File: src/rtl/spi_bclk_pkg.sv
package spi_bclk_pkg;
    localparam int unsigned PSC_W_DEF     = 8;
    localparam int unsigned RATE_W_DEF    = 8;
    localparam int unsigned EXT_W_DEF     = 8;
    localparam int unsigned MIN_RATIO_DEF = 12;

    typedef enum logic {
        PH_LEAD  = 1'b0,
        PH_TRAIL = 1'b1
    } phase_e;
endpackage

File: src/rtl/spi_psc_reg.sv
module spi_psc_reg #(
    parameter int unsigned PSC_W = spi_bclk_pkg::PSC_W_DEF
) (
    input  logic             clk,
    input  logic             rst_n,
    input  logic             we_i,
    input  logic [PSC_W-1:0] wdata_i,
    output logic [PSC_W-1:0] psc_o
);
    logic [PSC_W-1:0] psc_d, psc_q;

    always_comb begin
        psc_d = psc_q;
        if (we_i) begin
            psc_d = {wdata_i[PSC_W-1:1], 1'b0};
        end
    end

    always_ff @(posedge clk or negedge rst_n) begin
        if (!rst_n) psc_q <= '0;
        else        psc_q <= psc_d;
    end

    assign psc_o = psc_q;
endmodule

File: src/rtl/spi_ratio_cmp.sv
module spi_ratio_cmp #(
    parameter int unsigned EXT_W     = spi_bclk_pkg::EXT_W_DEF,
    parameter int unsigned MIN_RATIO = spi_bclk_pkg::MIN_RATIO_DEF
) (
    input  logic [EXT_W-1:0] ratio_i,
    output logic             ok_o
);
    localparam logic [EXT_W-1:0] MIN_VAL = EXT_W'(MIN_RATIO);

    assign ok_o = (ratio_i >= MIN_VAL);
endmodule

File: src/rtl/spi_bclk_core.sv
module spi_bclk_core
    import spi_bclk_pkg::*;
#(
    parameter int unsigned PSC_W  = PSC_W_DEF,
    parameter int unsigned RATE_W = RATE_W_DEF
) (
    input  logic              clk,
    input  logic              rst_n,
    input  logic [PSC_W-1:0]  psc_i,
    input  logic [RATE_W-1:0] rate_i,
    input  logic              enable_i,
    input  logic              master_i,
    input  logic              polarity_i,
    output logic              bclk_o,
    output logic              rise_o,
    output logic              fall_o
);
    localparam int unsigned HW = PSC_W - 1;
    localparam logic [PSC_W-1:0] PSC_MIN = PSC_W'(2);

    typedef struct packed {
        logic              run;
        phase_e            ph;
        logic [HW-1:0]     pc;
        logic [RATE_W-1:0] rc;
        logic              bclk;
        logic              rise;
        logic              fall;
        logic [PSC_W-1:0]  apsc;
        logic [RATE_W-1:0] arate;
    } st_t;

    st_t s_d, s_q;
    logic go, usable;
    logic [HW-1:0] half_lim;

    always_comb begin
        go       = enable_i & master_i;
        usable   = (psc_i >= PSC_MIN);
        half_lim = s_q.apsc[PSC_W-1:1] - HW'(1);

        s_d      = s_q;
        s_d.rise = 1'b0;
        s_d.fall = 1'b0;

        if (!s_q.run) begin
            s_d.bclk  = polarity_i;
            s_d.pc    = '0;
            s_d.rc    = '0;
            s_d.ph    = PH_LEAD;
            s_d.apsc  = psc_i;
            s_d.arate = rate_i;
            s_d.run   = go & usable;
        end else if (!go) begin
            s_d.run  = 1'b0;
            s_d.bclk = polarity_i;
            s_d.pc   = '0;
            s_d.rc   = '0;
            s_d.ph   = PH_LEAD;
        end else if (s_q.pc != half_lim) begin
            s_d.pc = s_q.pc + HW'(1);
        end else begin
            s_d.pc = '0;
            if (s_q.rc != s_q.arate) begin
                s_d.rc = s_q.rc + RATE_W'(1);
            end else begin
                s_d.rc   = '0;
                s_d.bclk = ~s_q.bclk;
                s_d.rise = ~s_q.bclk;
                s_d.fall = s_q.bclk;
                if (s_q.ph == PH_TRAIL) begin
                    s_d.ph    = PH_LEAD;
                    s_d.apsc  = psc_i;
                    s_d.arate = rate_i;
                    s_d.run   = usable;
                end else begin
                    s_d.ph = PH_TRAIL;
                end
            end
        end
    end

    always_ff @(posedge clk or negedge rst_n) begin
        if (!rst_n) s_q <= '0;
        else        s_q <= s_d;
    end

    assign bclk_o = s_q.bclk;
    assign rise_o = s_q.rise;
    assign fall_o = s_q.fall;
endmodule

File: src/rtl/spi_bitclk_gen.sv
module spi_bitclk_gen
    import spi_bclk_pkg::*;
#(
    parameter int unsigned PSC_W     = PSC_W_DEF,
    parameter int unsigned RATE_W    = RATE_W_DEF,
    parameter int unsigned EXT_W     = EXT_W_DEF,
    parameter int unsigned MIN_RATIO = MIN_RATIO_DEF
) (
    input  logic              clk,
    input  logic              rst_n,
    input  logic              reg_we_i,
    input  logic [PSC_W-1:0]  reg_wdata_i,
    output logic [PSC_W-1:0]  reg_rdata_o,
    input  logic [RATE_W-1:0] rate_i,
    input  logic              enable_i,
    input  logic              master_i,
    input  logic              polarity_i,
    input  logic [EXT_W-1:0]  ext_ratio_i,
    output logic              bclk_o,
    output logic              rise_o,
    output logic              fall_o,
    output logic              cfg_err_o,
    output logic              ext_ok_o
);
    logic [PSC_W-1:0] psc_q;

    spi_psc_reg #(.PSC_W(PSC_W)) u_reg (
        .clk     (clk),
        .rst_n   (rst_n),
        .we_i    (reg_we_i),
        .wdata_i (reg_wdata_i),
        .psc_o   (psc_q)
    );

    spi_bclk_core #(.PSC_W(PSC_W), .RATE_W(RATE_W)) u_core (
        .clk        (clk),
        .rst_n      (rst_n),
        .psc_i      (psc_q),
        .rate_i     (rate_i),
        .enable_i   (enable_i),
        .master_i   (master_i),
        .polarity_i (polarity_i),
        .bclk_o     (bclk_o),
        .rise_o     (rise_o),
        .fall_o     (fall_o)
    );

    spi_ratio_cmp #(.EXT_W(EXT_W), .MIN_RATIO(MIN_RATIO)) u_ratio (
        .ratio_i (ext_ratio_i),
        .ok_o    (ext_ok_o)
    );

    assign reg_rdata_o = psc_q;
    assign cfg_err_o   = master_i & (psc_q < PSC_W'(2));
endmodule

File: config.mk
export PLATFORM = sky130hd
export DESIGN_NAME = spi_bitclk_gen
export DESIGN_NICKNAME = d
export VERILOG_FILES = /design/src/rtl/spi_bclk_pkg.sv /design/src/rtl/spi_psc_reg.sv /design/src/rtl/spi_ratio_cmp.sv /design/src/rtl/spi_bclk_core.sv /design/src/rtl/spi_bitclk_gen.sv
export SDC_FILE = /design/constraint.sdc
export NUM_CORES = 1
export LEC_CHECK = 0
export ABC_CLOCK_PERIOD_IN_PS = 4960
export BUFFER_PORTS_ARGS = -buffer_cell sky130_fd_sc_hd__buf_2
export CORE_MARGIN = 2
export CORE_UTILIZATION = 40
export CTS_CLUSTER_DIAMETER = 150
export DETAILED_ROUTE_END_ITERATION = 10
export HOLD_SLACK_MARGIN = 0.1
export PLACE_DENSITY_LB_ADDON = 0.12
export SKIP_CTS_REPAIR_TIMING = 1
export SYNTH_ARGS = -nofsm -noshare
export SYNTH_HDL_FRONTEND = slang
export SYNTH_HIERARCHICAL = 1
export SYNTH_SLANG_ARGS = --single-unit
File: constraint.sdc
create_clock -name clk -period 4.96 [get_ports clk]
set_input_delay 0.992 -clock clk [delete_from_list [all_inputs] [get_ports clk]]
set_output_delay 0.992 -clock clk [all_outputs]
set_load 0.01 [all_outputs]
== Word-level counts from Yosys, hierarchy flattened ==
Index checks and enable logic that the tools add are counted.
Widths: inputs -> output; s select.

* Register bits: 43

* Add/sub/neg operators: 3
* Magnitude comparators: 3
* Eq/ne operators: 8
* Mux-type cells: 14
* Bitwise operators: 4
* Reductions and logical operators: 2

{| class="wikitable"
|+ Operators with widths
! cell !! count
|-
| $mux 18 || 3
|-
| $mux 16 || 2
|-
| $mux 27 || 1
|-
| $mux 19 || 1
|-
| $add 8x1->8 const B || 1
|-
| $ge 8x2->1 const B || 1
|-
| $ge 8x4->1 const B || 1
|-
| $lt 8x2->1 const B || 1
|-
| $mux 8 || 1
|-
| $ne 2x2->1 const B || 4
|-
| $ne 8x8->1 || 1
|-
| $add 7x1->7 const B || 1
|-
| $mux 7 || 1
|-
| $ne 7x7->1 || 1
|-
| $sub 7x1->7 const B || 1
|-
| $mux 2 || 3
|-
| $ne 3x3->1 const B || 2
|-
| $reduce_and 4->1 || 1
|-
| $and 1x1->1 || 3
|-
| $mux 1 || 2
|-
| $reduce_and 2->1 || 1
|-
| $not 1->1 || 1
|}

== Longest topological paths before layout ==
* Depth after elaboration: 6
* Gate-level depth with buffers: 9
* Gate-level depth less buffers: 8

== Hierarchy ==
Netlist, hierarchy kept.

{| class="wikitable"
|+ By module, submodules not included
! module !! instances !! cells each !! area each (µm²)
|-
| spi_bclk_core || 1 || 172 || 1,856.8
|-
| spi_psc_reg || 1 || 17 || 302.8
|-
| spi_bitclk_gen || 1 || 3 || 20.0
|-
| spi_ratio_cmp || 1 || 3 || 13.8
|}

== Worst setup path after synthesis ==
Ideal clock, no wire load.

* Path type: register -> register
* Start point: register u_core/s_q[9] in the netlist's numbering
* End point: register u_core/s_q[0] in the netlist's numbering
* Library setup time: 0.125 ns
* Arrival time: 2.825 ns
* Required time: 4.835 ns
* Path slack: 2.011 ns
* Cell stages (with the launch flop): 8
* Cell sequence: dfrtp_1 > or4_1 > or3_1 > a2111oi_2 > o2111ai_2 > o31ai_4 > buf_6 > mux2_2

* Word-level cells in the longest chain between the ends: 4

{| class="wikitable"
|+ Ends and longest elaborated chain
! what !! line !! source
|-
| start, declared || spi_bclk_core.sv:33 || <nowiki>st_t s_d, s_q;</nowiki>
|-
| start signal, assigned || spi_bclk_core.sv:84 || <nowiki>if (!rst_n) s_q <= '0;</nowiki>
|-
| start signal, assigned || spi_bclk_core.sv:85 || <nowiki>else s_q <= s_d;</nowiki>
|-
| $sub 7x1->7 || spi_bclk_core.sv:40 || <nowiki>half_lim = s_q.apsc[PSC_W-1:1] - HW'(1);</nowiki>
|-
| $ne 7x7->1 || spi_bclk_core.sv:60 || <nowiki>end else if (s_q.pc != half_lim) begin</nowiki>
|-
| $ne 2x2->1 (no line) || - ||
|-
| $reduce_and 4->1 (no line) || - ||
|}

Every way passes these cells.
A chain may end at the register's enable or synchronous reset.

== Worst setup path in the final report ==
* Start point: register u_core/s_q[9] in the netlist's numbering
* End point: register u_core/s_q[1] in the netlist's numbering

Same word-level chain as after synthesis.

==> impl_metrics.ini <==
[power_and_ir_drop]
p_switching_mw = 0.197
sw_frac_of_total_pct = 27.2
powerDensity_nw_per_um2 = 286
power_frac_seq_pct = 53.2
intPower_mw = 0.527
combPwrFrac_pct = 14.5
power.total_mw = 0.724
irDropWorstVdd_mv = 0.205
p_leak_nw = 1.07
pwr-share-clk_pct = 32.3

[critical_path]
cp-start-kind = flip-flop
worst-path-buf-inv = 0
cp_max_fo = 15
worstPathCellList = or4_1, or3_1, a2111oi_2, o2111ai_2, o31ai_4, mux2_2
slowest_delay_ns = 0.74
path_class = reg2reg
required_ns = 5.14
r2r_slack_ns = 1.51
arrival_ns = 3.62
crit_family = compound AO/OA/AOI/OAI gates
slowest_stage = o31ai_4
worstSetupEndpointType = flip-flop

[floorplanning]
initial_core_util_pct = 42.1
die_w_um = 78.1
ios = 43
die_h_um = 78.1
core_um2 = 5200
die-area_um2 = 6090
row_count = 26

[logic_synthesis]
syn-num-nets = 228
yosysWarnings = 6
async_reset_ff_share_pct = 100
synth_top_flop_cell = dfrtp_1
synth_area_um2 = 2190
synth-seq-cells = 42
ys_types = 38
synth_area_leader_cell = dfrtp_1
syn_inst = 195
syn_avg_cell_area_um2 = 11.2
synth_edf_count = 0
yosys-top-cells-area = dfrtp_1 (48%), mux2_2 (7.7%), xnor2_1 (7.6%)
ys_seq_area_share_pct = 47.9
synth.top_cell.area_share_pct = 47.9

[final_layout]
seq_area_um2 = 1050
final.fill_count = 496
drive_gt1_share_pct = 31.5
area_growth_pct = 15.2
final_cell_area_um2 = 2530
multi_input_area_um2 = 1080
fin_nets = 267
antenna_cells = 0

[sta]
timing.fmax_ghz = 0.290
finalCritPeriodShare_pct = 69.5
slew-limit-headroom_pct = 36.3
grt_setup_unrepaired = false
min_period_ns = 3.45
hold_ws_ns = 0.502
worstMarginPinSlew_ns = 0.955
setup_tns_ns = 0
final-hold-violation-count = 0
setup_viol = 0
slew_violations = 0
fin_worst_skew_ns = 0.00852

[clock_network]
cts_tree = yes
clkTransAtPathRegs_ns = 0.09
cts_sinks = 42
htree_levels = 2
cts_buffer_depth = 2
cts_made_buffers = 5
clkLatencyLatePin_ns = 0.30
cts_root_buf = clkbuf_8

[run_status]
status = finished, final reports clean

[routing]
drcViolationCount = 0
dr.pass1.iters = 4
num_vias = 1586
wl_um = 4280
vias_per_cell = 5.20
drt_first_iter_violations = 116
drt-wirelength-per-cell_um = 14.0
ant_nets = 0

[place]
dpl_cell_area_um2 = 2430
place_congestion = 0.752
port-buffer-count = 38
detailed_place_hpwl_um = 3000

[global_route]
antenna_found_initial = 0
gr-total-overflow = 0
grt_max_degree = 43
track_usage_pct = 15.1
grt_pass1_wl_um = 7160
grt_pass1_vias = 1493

[run]
cap_violations = 0

[hold_path]
min_path_type = reg2reg
==> cell usage after synthesis, types with 6 or more instances <==
cell type	n
o31ai_1	6
xnor2_1	19
or4_1	8
and3_1	7
dfrtp_1	42
nand3_1	6
mux2_2	15
nand2b_1	6
mux2_4	7
a21oi_1	10
nor2_1	19
==> metrics by stage <==
step | setup WS (ns) | util (%) | cells
6_report | 1.51 | 48.6 | 305
5_1_grt | 1.32 | 48.6 | 305
4_1_cts | 1.48 | 48.6 | 305
3_5_place_dp | 1.50 | 46.7 | 297
3_3_place_gp | 1.55 | 46.7 | 297
2_1_floorplan | 2.01 | - | 195
==> flip-flops by register name, summed over array words and instances, names as in the netlist <==
| register | flops |
|---|---|
| u_core/rise_o | 1 |
| u_core/fall_o | 1 |
| u_reg/psc_o | 7 |
| u_core/s_q | 32 |
| u_core/bclk_o | 1 |
==> final cells by class <==
cell class | instances | area share (%)
clock buffer | 6 | 3.27
clock inverter | 2 | 0.495
inverter | 4 | 0.594
multi-input combinational | 142 | 42.8
sequential | 42 | 41.6
tap | 70 | 3.47
timing repair buffer | 39 | 7.82
==> cells in the final DEF, fill, tap and decap left out, types with 2 or more instances in the layout <==
master	instances
a21oi_1	10
mux2_2	15
or4_1	8
inv_1	4
o31ai_1	6
buf_2	38
o21ai_0	5
or4b_2	2
nand4_1	2
dfrtp_1	42
nand2_1	5
mux2_4	7
and3_1	7
clkbuf_8	6
nand2b_1	6
xor2_1	4
xnor2_1	19
ha_1	3
nor2_1	19
nor4_1	3
nand3_1	6
==> cells by family after synthesis <==
kind of cell / count (synthesis) / synth area share, %
DFF: 42 / 47.9
other: 1 / 0.171
buffers and inverters: 11 / 2.79
xor gates and xnor gates: 23 / 9.18
adders and majority gates: 3 / 1.71
muxes: 22 / 12.5
AOI/OAI and AO/OA: 27 / 8.73
and+or+nand+nor: 66 / 17.0
==> worst reg2reg max path, delay by kind of cell (launching register included) <==
kind	cells	cell delay (ns)
compound gates	3	1.63
flops	1	0.43
simple gates	2	0.86
mux	1	0.42
==> path summary, 6_finish.rpt <==
kind / start / to / cells past startpoint
max: u_core/s_q[9]$_DFFE_PN0P_ / u_core/s_q[1]$_DFFE_PN0P_ / 6
min: u_core/bclk_o$_DFFE_PN0P_ / u_core/rise_o$_DFF_PN0_ / 1
max reg2reg: u_core/s_q[9]$_DFFE_PN0P_ / u_core/s_q[1]$_DFFE_PN0P_ / 6
min reg2reg: u_core/bclk_o$_DFFE_PN0P_ / u_core/rise_o$_DFF_PN0_ / 1
max in group asynchronous: rst_n / u_core/s_q[2]$_DFFE_PN0P_ / 1
min in group asynchronous: rst_n / u_core/s_q[7]$_DFFE_PN0P_ / 1
==> per-layer routing <==
metal	wire length (um)	vias up	GRT usage [%]
met1	2020	773	19.2
met2	2040	29	24.7
met3	151	7	3.91
met5	0	-	0
met4	65	0	5.79
li1	-	777	-
==> power groups by stage <==
stage                     sequential (mW)  combinational (mW)  clock [mW]
final                               0.385               0.105       0.234
after global routing                0.389               0.116       0.262
after CTS                           0.386               0.106       0.242
after detailed placement            0.392               0.106           0
after global placement              0.392               0.104           0
after floorplan                     0.389              0.0713           0
No activity file was read; power rests on OpenSTA's default activity.
